### config.mk
export PLATFORM = sky130hd
export DESIGN_NAME = async_rx_sleep
export DESIGN_NICKNAME = d
export VERILOG_FILES = /design/src/rtl/async_rx_sleep_pkg.sv /design/src/rtl/rx_bit_assembler.sv /design/src/rtl/rx_idle_detect.sv /design/src/rtl/rx_sleep_ctrl.sv /design/src/rtl/async_rx_sleep.sv
export SDC_FILE = /design/constraint.sdc
export NUM_CORES = 1
export LEC_CHECK = 0
export BUFFER_PORTS_ARGS = -buffer_cell sky130_fd_sc_hd__buf_4
export CORE_MARGIN = 10
export CORE_UTILIZATION = 35
export CTS_CLUSTER_SIZE = 12
export DETAILED_ROUTE_END_ITERATION = 6
export PLACE_DENSITY_LB_ADDON = 0.12
export SYNTH_ARGS = -nofsm -noshare
export SYNTH_HDL_FRONTEND = slang
export SYNTH_SLANG_ARGS = --single-unit
### constraint.sdc
create_clock -name clk -period 2.6 [get_ports clk]
set_input_delay 0.13 -clock clk [delete_from_list [all_inputs] [get_ports clk]]
set_output_delay 0.13 -clock clk [all_outputs]
set_load 0.01 [all_outputs]
### src/rtl/async_rx_sleep_pkg.sv
package async_rx_sleep_pkg;

    typedef enum logic [1:0] {
        FMT_PLAIN     = 2'd0,
        FMT_MULTIDROP = 2'd1,
        FMT_PARITY    = 2'd2,
        FMT_SPARE     = 2'd3
    } frame_fmt_e;

    typedef enum logic [1:0] {
        RX_HUNT    = 2'd0,
        RX_PAYLOAD = 2'd1,
        RX_STOP    = 2'd2
    } rx_state_e;

    function automatic logic fmt_has_ninth(input frame_fmt_e f);
        return (f == FMT_MULTIDROP) || (f == FMT_PARITY);
    endfunction

endpackage

### src/rtl/rx_bit_assembler.sv
module rx_bit_assembler #(
    parameter int unsigned DATA_W = 8,
    parameter int unsigned IDX_W  = 4
) (
    input  logic              clk,
    input  logic              rst_n,
    input  logic              clear,
    input  logic              shift_en,
    input  logic              bit_in,
    input  logic [IDX_W-1:0]  bit_idx,
    input  logic              msb_first,
    output logic [DATA_W-1:0] word,
    output logic              ninth_bit
);

    // one flop per word bit, each claiming the payload slot that maps to it
    for (genvar g = 0; g < DATA_W; g++) begin : g_word_bit
        localparam logic [IDX_W-1:0] SLOT_LSB = IDX_W'(g);
        localparam logic [IDX_W-1:0] SLOT_MSB = IDX_W'(DATA_W - 1 - g);
        logic hit;
        assign hit = shift_en && (bit_idx == (msb_first ? SLOT_MSB : SLOT_LSB));
        always_ff @(posedge clk) begin
            if (!rst_n || clear) begin
                word[g] <= 1'b0;
            end else if (hit) begin
                word[g] <= bit_in;
            end
        end
    end

    // the ninth bit always sits in the slot right after the data bits
    always_ff @(posedge clk) begin
        if (!rst_n || clear) begin
            ninth_bit <= 1'b0;
        end else if (shift_en && bit_idx == IDX_W'(DATA_W)) begin
            ninth_bit <= bit_in;
        end
    end

endmodule

### src/rtl/rx_idle_detect.sv
module rx_idle_detect #(
    parameter int unsigned CNT_W = 4
) (
    input  logic             clk,
    input  logic             rst_n,
    input  logic             tick,
    input  logic             line,
    input  logic             hunting,
    input  logic             arm,
    input  logic             disarm,
    input  logic [CNT_W-1:0] need,
    output logic             idle_hit
);

    logic             armed;
    logic [CNT_W-1:0] ones;

    assign idle_hit = armed && hunting && tick && line &&
                      ((ones + CNT_W'(1)) == need);

    always_ff @(posedge clk) begin
        if (!rst_n) begin
            armed <= 1'b0;
            ones  <= '0;
        end else if (idle_hit) begin
            armed <= 1'b0;
            ones  <= '0;
        end else if (arm) begin
            armed <= 1'b1;
            ones  <= '0;
        end else if (disarm) begin
            armed <= 1'b0;
            ones  <= '0;
        end else if (!hunting || (tick && !line)) begin
            ones  <= '0;
        end else if (armed && tick) begin
            ones  <= ones + CNT_W'(1);
        end
    end

endmodule

### src/rtl/rx_sleep_ctrl.sv
module rx_sleep_ctrl (
    input  logic clk,
    input  logic rst_n,
    input  logic sleep_req,
    input  logic async_mode,
    input  logic wake_on_addr,
    input  logic idle_hit,
    input  logic frame_done,
    input  logic addr_bit,
    output logic asleep,
    output logic addr_wake
);

    logic addr_mode_q;
    logic idle_wake;

    assign addr_wake = asleep &&  addr_mode_q && frame_done && addr_bit;
    assign idle_wake = asleep && !addr_mode_q && idle_hit;

    always_ff @(posedge clk) begin
        if (!rst_n) begin
            asleep      <= 1'b0;
            addr_mode_q <= 1'b0;
        end else if (addr_wake || idle_wake) begin
            asleep      <= 1'b0;
        end else if (sleep_req && async_mode) begin
            asleep      <= 1'b1;
            addr_mode_q <= wake_on_addr;
        end
    end

endmodule

### src/rtl/async_rx_sleep.sv
module async_rx_sleep
    import async_rx_sleep_pkg::*;
#(
    parameter int unsigned DATA_W = 8
) (
    input  logic              clk,
    input  logic              rst_n,
    input  logic              sample_tick,
    input  logic              rx_line,
    input  logic [1:0]        frame_fmt,
    input  logic              msb_first,
    input  logic              parity_odd,
    input  logic              async_mode,
    input  logic              sleep_req,
    input  logic              wake_on_addr,
    output logic [DATA_W-1:0] rx_data,
    output logic              rx_ninth,
    output logic              rx_valid,
    output logic              frame_err,
    output logic              parity_err,
    output logic              idle,
    output logic              asleep
);

    localparam int unsigned IDX_W = $clog2(DATA_W + 2);
    localparam int unsigned CNT_W = $clog2(DATA_W + 4);

    frame_fmt_e        fmt;
    logic              ninth_on;
    logic [IDX_W-1:0]  last_idx;
    logic [CNT_W-1:0]  idle_need;

    assign fmt       = frame_fmt_e'(frame_fmt);
    assign ninth_on  = fmt_has_ninth(fmt);
    assign last_idx  = ninth_on ? IDX_W'(DATA_W) : IDX_W'(DATA_W - 1);
    assign idle_need = ninth_on ? CNT_W'(DATA_W + 3) : CNT_W'(DATA_W + 2);

    rx_state_e        state, state_nxt;
    logic [IDX_W-1:0] bit_idx;
    logic             start_seen, take_bit, frame_done;

    assign start_seen = (state == RX_HUNT)    && sample_tick && !rx_line;
    assign take_bit   = (state == RX_PAYLOAD) && sample_tick;
    assign frame_done = (state == RX_STOP)    && sample_tick;

    // state register and payload slot counter
    always_ff @(posedge clk) begin
        if (!rst_n) begin
            state   <= RX_HUNT;
            bit_idx <= '0;
        end else begin
            state <= state_nxt;
            if (start_seen) begin
                bit_idx <= '0;
            end else if (take_bit) begin
                bit_idx <= bit_idx + IDX_W'(1);
            end
        end
    end

    always_comb begin
        state_nxt = state;
        unique case (state)
            RX_HUNT:    if (start_seen) state_nxt = RX_PAYLOAD;
            RX_PAYLOAD: if (take_bit && bit_idx == last_idx) state_nxt = RX_STOP;
            RX_STOP:    if (frame_done) state_nxt = RX_HUNT;
            default:    state_nxt = RX_HUNT;
        endcase
    end

    logic [DATA_W-1:0] word;
    logic              ninth_bit;

    rx_bit_assembler #(
        .DATA_W (DATA_W),
        .IDX_W  (IDX_W)
    ) u_asm (
        .clk       (clk),
        .rst_n     (rst_n),
        .clear     (start_seen),
        .shift_en  (take_bit),
        .bit_in    (rx_line),
        .bit_idx   (bit_idx),
        .msb_first (msb_first),
        .word      (word),
        .ninth_bit (ninth_bit)
    );

    logic idle_hit;

    rx_idle_detect #(
        .CNT_W (CNT_W)
    ) u_idle (
        .clk      (clk),
        .rst_n    (rst_n),
        .tick     (sample_tick),
        .line     (rx_line),
        .hunting  (state == RX_HUNT),
        .arm      (frame_done && rx_line),
        .disarm   (start_seen),
        .need     (idle_need),
        .idle_hit (idle_hit)
    );

    logic addr_bit, addr_wake, parity_bad, deliver;

    assign addr_bit   = (fmt == FMT_MULTIDROP) ? ninth_bit : word[DATA_W-1];
    assign parity_bad = (fmt == FMT_PARITY) && (^{word, ninth_bit, parity_odd});

    rx_sleep_ctrl u_sleep (
        .clk          (clk),
        .rst_n        (rst_n),
        .sleep_req    (sleep_req),
        .async_mode   (async_mode),
        .wake_on_addr (wake_on_addr),
        .idle_hit     (idle_hit),
        .frame_done   (frame_done),
        .addr_bit     (addr_bit),
        .asleep       (asleep),
        .addr_wake    (addr_wake)
    );

    assign deliver = frame_done && (!asleep || addr_wake);

    // registered results and status pulses
    always_ff @(posedge clk) begin
        if (!rst_n) begin
            rx_data    <= '0;
            rx_ninth   <= 1'b0;
            rx_valid   <= 1'b0;
            frame_err  <= 1'b0;
            parity_err <= 1'b0;
            idle       <= 1'b0;
        end else begin
            rx_valid   <= deliver;
            frame_err  <= deliver && !rx_line;
            parity_err <= deliver && parity_bad;
            idle       <= idle_hit;
            if (deliver) begin
                rx_data  <= word;
                rx_ninth <= ninth_on && ninth_bit;
            end
        end
    end

endmodule

* After elaboration in Yosys (flattened, before gate mapping)
Cells that the tools add are included.
** Word-level totals
- Register bits :: 35
- Output and inout port bits :: 14
- Word-level logic and storage cells :: 111
** Cells by class
- Reduce and logical (&&, ||, !) cells :: 51
- Add/sub/neg operators :: 2
- Bitwise operators :: 2
- Equality and inequality tests :: 18
- Muxes and demuxes :: 17
** Operators by type and width (number)
- equality test 4 bit :: 10
- logical AND 1 bit :: 32
- 2-to-1 mux 3 bit :: 8
- XOR reduction 10 bit :: 1
- adder 4 x 1 -> 4 bit (second input constant) :: 2
- 2-to-1 mux 2 bit :: 3
- one-hot mux 2 bit (3 select lines) :: 1
- OR reduction 2 bit :: 3
- logical NOT 1 bit :: 5
- logical OR 1 bit :: 5
- OR reduction 5 bit :: 1
- equality test 2 x 1 -> 1 bit (second input constant) :: 2
- equality test 2 bit (second input constant) :: 2
- equality test 4 bit (second input constant) :: 1
- 2-to-1 mux 1 bit :: 4
- 2-to-1 mux 4 bit :: 1
- inequality test 2 bit (second input constant) :: 2
- AND reduction 3 bit :: 1
- logical NOT 2 bit :: 1
- inequality test 2 x 1 -> 1 bit (second input constant) :: 1
- NOT 1 bit :: 2
- AND reduction 2 bit :: 1
- nonzero test 2 bit :: 1

* Logic depth before layout (Yosys ltp)
- Depth after elaboration :: 9
- Mapped depth :: 7
- Mapped depth without buffers :: 6

* Hierarchy
A second synthesis with hierarchy kept.
** Unflattened totals
- Cell total of the unflattened synthesis :: 192
- Area total of the unflattened synthesis :: 1910.6 µm²
** By module, submodules not included
- async_rx_sleep :: sequential area each 380.4 µm², instances 1, area an instance 928.4 µm², cells each 91
- rx_bit_assembler :: sequential area each 180.2 µm², instances 1, area an instance 559.3 µm², cells each 57
- rx_idle_detect :: sequential area each 100.1 µm², instances 1, area an instance 309.0 µm², cells each 33
- rx_sleep_ctrl :: sequential area each 40.0 µm², instances 1, area an instance 113.9 µm², cells each 11

* Worst setup path after synthesis
OpenSTA, ideal clock, no wires.
- Path kind :: input-to-reg
- From :: in frame_fmt[0]
- To :: reg state[1]
- Stages on the path :: 6
- Setup time :: 63 ps
- Setup slack :: 1241 ps
- Arrival :: 1297 ps
- Cell sequence :: inv_1 ha_1 or4b_1 o32ai_1 a22oi_1 nor2_2
** Between the ends
- Cells in the longest elaborated chain, start to end :: 7
** Ends and longest elaborated chain
- start, declared :: RTL line async_rx_sleep.sv:10 : input logic [1:0] frame_fmt,
- equality test 2 x 1 -> 1 bit / equality test 2 bit (equally long branches) :: RTL line async_rx_sleep_pkg.sv:17 : return (f == FMT_MULTIDROP) || (f == FMT_PARITY);
- logical OR 1 bit * :: RTL line async_rx_sleep_pkg.sv:17
- 2-to-1 mux 4 bit * :: RTL line async_rx_sleep.sv:35 : assign last_idx = ninth_on ? IDX_W'(DATA_W) : IDX_W'(DATA_W - 1);
- equality test 4 bit * :: RTL line async_rx_sleep.sv:65 : RX_PAYLOAD: if (take_bit && bit_idx == last_idx) state_nxt = RX_STOP;
- logical AND 1 bit * :: RTL line async_rx_sleep.sv:65
- inequality test 2 x 1 -> 1 bit (no source line) *
- AND reduction 3 bit (no source line) *
- end signal, assigned :: RTL line async_rx_sleep.sv:52 : state <= state_nxt;
- end, declared :: RTL line async_rx_sleep.sv:38 : rx_state_e state, state_nxt;
Every way passes the cells marked *; elsewhere a longest branch is shown, timed or not.
A chain may end at the register's enable or synchronous reset.

* Worst setup path in the final report
- From :: reg u_idle.ones[0]
- To :: reg u_idle.ones[2]
** Between the ends
- Cells in the longest elaborated chain, start to end :: 4
** Ends and longest elaborated chain
- start, declared :: RTL line rx_idle_detect.sv:16 : logic [CNT_W-1:0] ones;
- start signal, assigned :: RTL line rx_idle_detect.sv:37 : ones <= ones + CNT_W'(1);
- adder 4 x 1 -> 4 bit * :: RTL line rx_idle_detect.sv:19, rx_idle_detect.sv:37
- equality test 4 bit :: RTL line rx_idle_detect.sv:19 : ((ones + CNT_W'(1)) == need);
- logical AND 1 bit :: RTL line rx_idle_detect.sv:18 : assign idle_hit = armed && hunting && tick && line &&
- OR reduction 5 bit (no source line)
Marks and branches as above.

==> results.cfg <==
[outcome]
status = finished clean

[yosys]
ys_async_sr_fraction = 0
synthFlopType = dfxtp_1
ys_warn_count = 0
synth.cell_area_um2 = 1770
syn_inst = 190
synth_nets = 206
avgSynthCellArea_um2 = 9.32
synth_cell_types = 41
synth_seq_area_share = 0.396
synth_edf_count = 0
synth-seq-cells = 35

[critical_path]
critPathTopFamily = simple AND/OR/NAND/NOR gates
path_class = reg2reg
crit_path_end_kind = flop
crit_chain = ha_1, xnor2_1, nand4_1, nor3_1, nor3_1
cp-startpoint = u_idle.ones[0]
crit_top_cell = nor3_1
startpoint_type = flop
cp_max_fo = 4
cp_num_buf_inv = 0
worstPathRequired_ps = 2760
r2r-start = u_idle.ones[0]
cp_slowest_cell = dfxtp_1
slowest_delay_ps = 420
cp.arrival_ps = 1750

[die]
ios = 25
die_h_um = 91.1
die-area_um2 = 8300
core_um2 = 4820
rows = 25
chipWidth_um = 91.1
start_util = 0.368

[sta]
clock_skew_ps = 5.16
fin_crit_sh = 0.612
hold_violations = 0
worst_slew_pin_slew_ps = 497
fmax_mhz = 628
rsz0062_at_grt = no
layout_min_cycle_time_ps = 1590
tns_ps = 0
maxSlewViolCount = 0
relSlewSlack = 0.668
setup_viol = 0

[detailed_routing]
drtIter0Drc = 57
via_per_inst = 4.94
drt-total-wl_mm = 3.95
dr.pass1.iters = 4
vias = 1379
wl_per_cell_um = 14.2
antenna_left = 0
drc_errors = 0

[pwr]
p_comb_frac = 0.075
internal_power_w = 0.000780
power_w = 0.00103
vdd_drop_max_v = 0.000147
seq_power_share = 0.532
power_switching_w = 0.000249
switching_share = 0.242
p_clk_frac = 0.394
p_leak_nw = 0.860
p_per_area_nw_per_um2 = 498

[grt]
grt_usage = 0.102
grt_max_degree = 15
first_global_vias = 1382
grt_overflow = 0
grt_pass1_wl_mm = 6.93
antenna_found_initial = 0

[cts]
cts_tree = done
post_cts_resized = 0
clkSinkCount = 35
cts_max_level = 2
clock_latency_ps = 290
cts_buffer_depth = 2
cts_hold_buffers = 0
root_buffer = clkbuf_8
cts_buffers = 5
cts_setup_buffers = 0
path_clk_slew_ps = 70

[placement]
place_congestion = 0.777
place_area_um2 = 1980
io_buffers = 24
dp_hpwl_mm = 2.99

[finish]
drive_gt1_frac = 0.165
diodes = 0
fin_area_um2 = 2070
layout_common_cells = dfxtp_1 (35), buf_4 (26), nor2_1 (25)
mostFrequentLayoutCell = dfxtp_1
final_util = 0.429
nets = 228
syn2layout_area_growth_pct = 16.7
fillers = 486

[job]
cap_violations = 0

[hold_path]
hold_path_class = in2reg
worstHoldStart = sample_tick
## synth_stat cells (3+ instances only)
master	number	area share
a21oi_1	5	0.014
and3_1	3	0.011
and3b_1	5	0.025
buf_2	4	0.011
dfxtp_1	35	0.40
ha_1	5	0.035
inv_1	8	0.017
mux2i_1	19	0.11
nand2_1	6	0.013
nand2b_1	3	0.011
nand3_1	5	0.014
nand4_1	3	0.011
nor2_1	25	0.053
nor3_1	7	0.020
nor3b_1	3	0.013
o211ai_1	8	0.034
xnor2_1	12	0.059
xor2_1	6	0.030
## sequential cells by signal, summed over array words and instances, names as in the netlist, 2 cells and up
register,flops
bit_idx,4
rx_data,8
state,2
u_asm.word,8
u_idle.ones,4
## power by group through the flow
stage | sequential [W] | clock (W) | combinational, W
after CTS | 0.000547 | 0.000411 | 0.0000780
after floorplan | 0.000557 | 0 | 0.0000528
after global routing | 0.000548 | 0.000445 | 0.0000861
after global placement | 0.000559 | 0 | 0.0000754
after detailed placement | 0.000559 | 0 | 0.0000778
final | 0.000547 | 0.000405 | 0.0000768
## through the flow
stage	hold WS, ps	instances	setup WS (ps)
after floorplan	267	190	1240
after global placement	417	272	1070
after detailed placement	423	272	992
after CTS	114	279	999
after global routing	127	279	878
final	125	279	1010
## metal layers
metal  part of all wire  vias to the layer above  track usage
met5                  0                        -            0
met2               0.47                       18        0.164
li1                   -                      705            -
met1               0.47                      650        0.124
met4              0.014                        0       0.0352
met3              0.041                        6       0.0354
## path summary, 6_finish.rpt
check / endpoint / slack (ps) / cells past startpoint
hold reg to reg: rx_ninth / 480 / 2
hold / removal: state[0] / 120 / 2
setup reg to reg: u_idle.ones[2] / 1010 / 5
setup / recovery: u_idle.ones[2] / 1010 / 5
## kinds of logic after synthesis
| family | share of synthesized area |
|---|---|
| xor+xnor | 0.102 |
| compound gates | 0.0891 |
| flops | 0.396 |
| mux | 0.107 |
| fa+ha+maj | 0.0353 |
| buf+inv | 0.0572 |
| simple gates | 0.213 |
## final cells by class
cell class / instances / area [um2] / area share
clock inverter: 1 / 5.00 / 0.00242
tap: 67 / 83.8 / 0.0406
timing repair buffer: 26 / 195 / 0.0945
inverter: 8 / 30.0 / 0.0145
clock buffer: 6 / 82.6 / 0.0400
sequential: 35 / 701 / 0.339
multi-input combinational: 136 / 968 / 0.469
## worst reg2reg max path, delay by kind of cell, from the launching register on
kind          cells  cell delay (ps)
flops             1              420
fa+ha+maj         1              220
simple gates      3              690
xor+xnor          1              130
No activity file was read; power rests on OpenSTA's default activity.
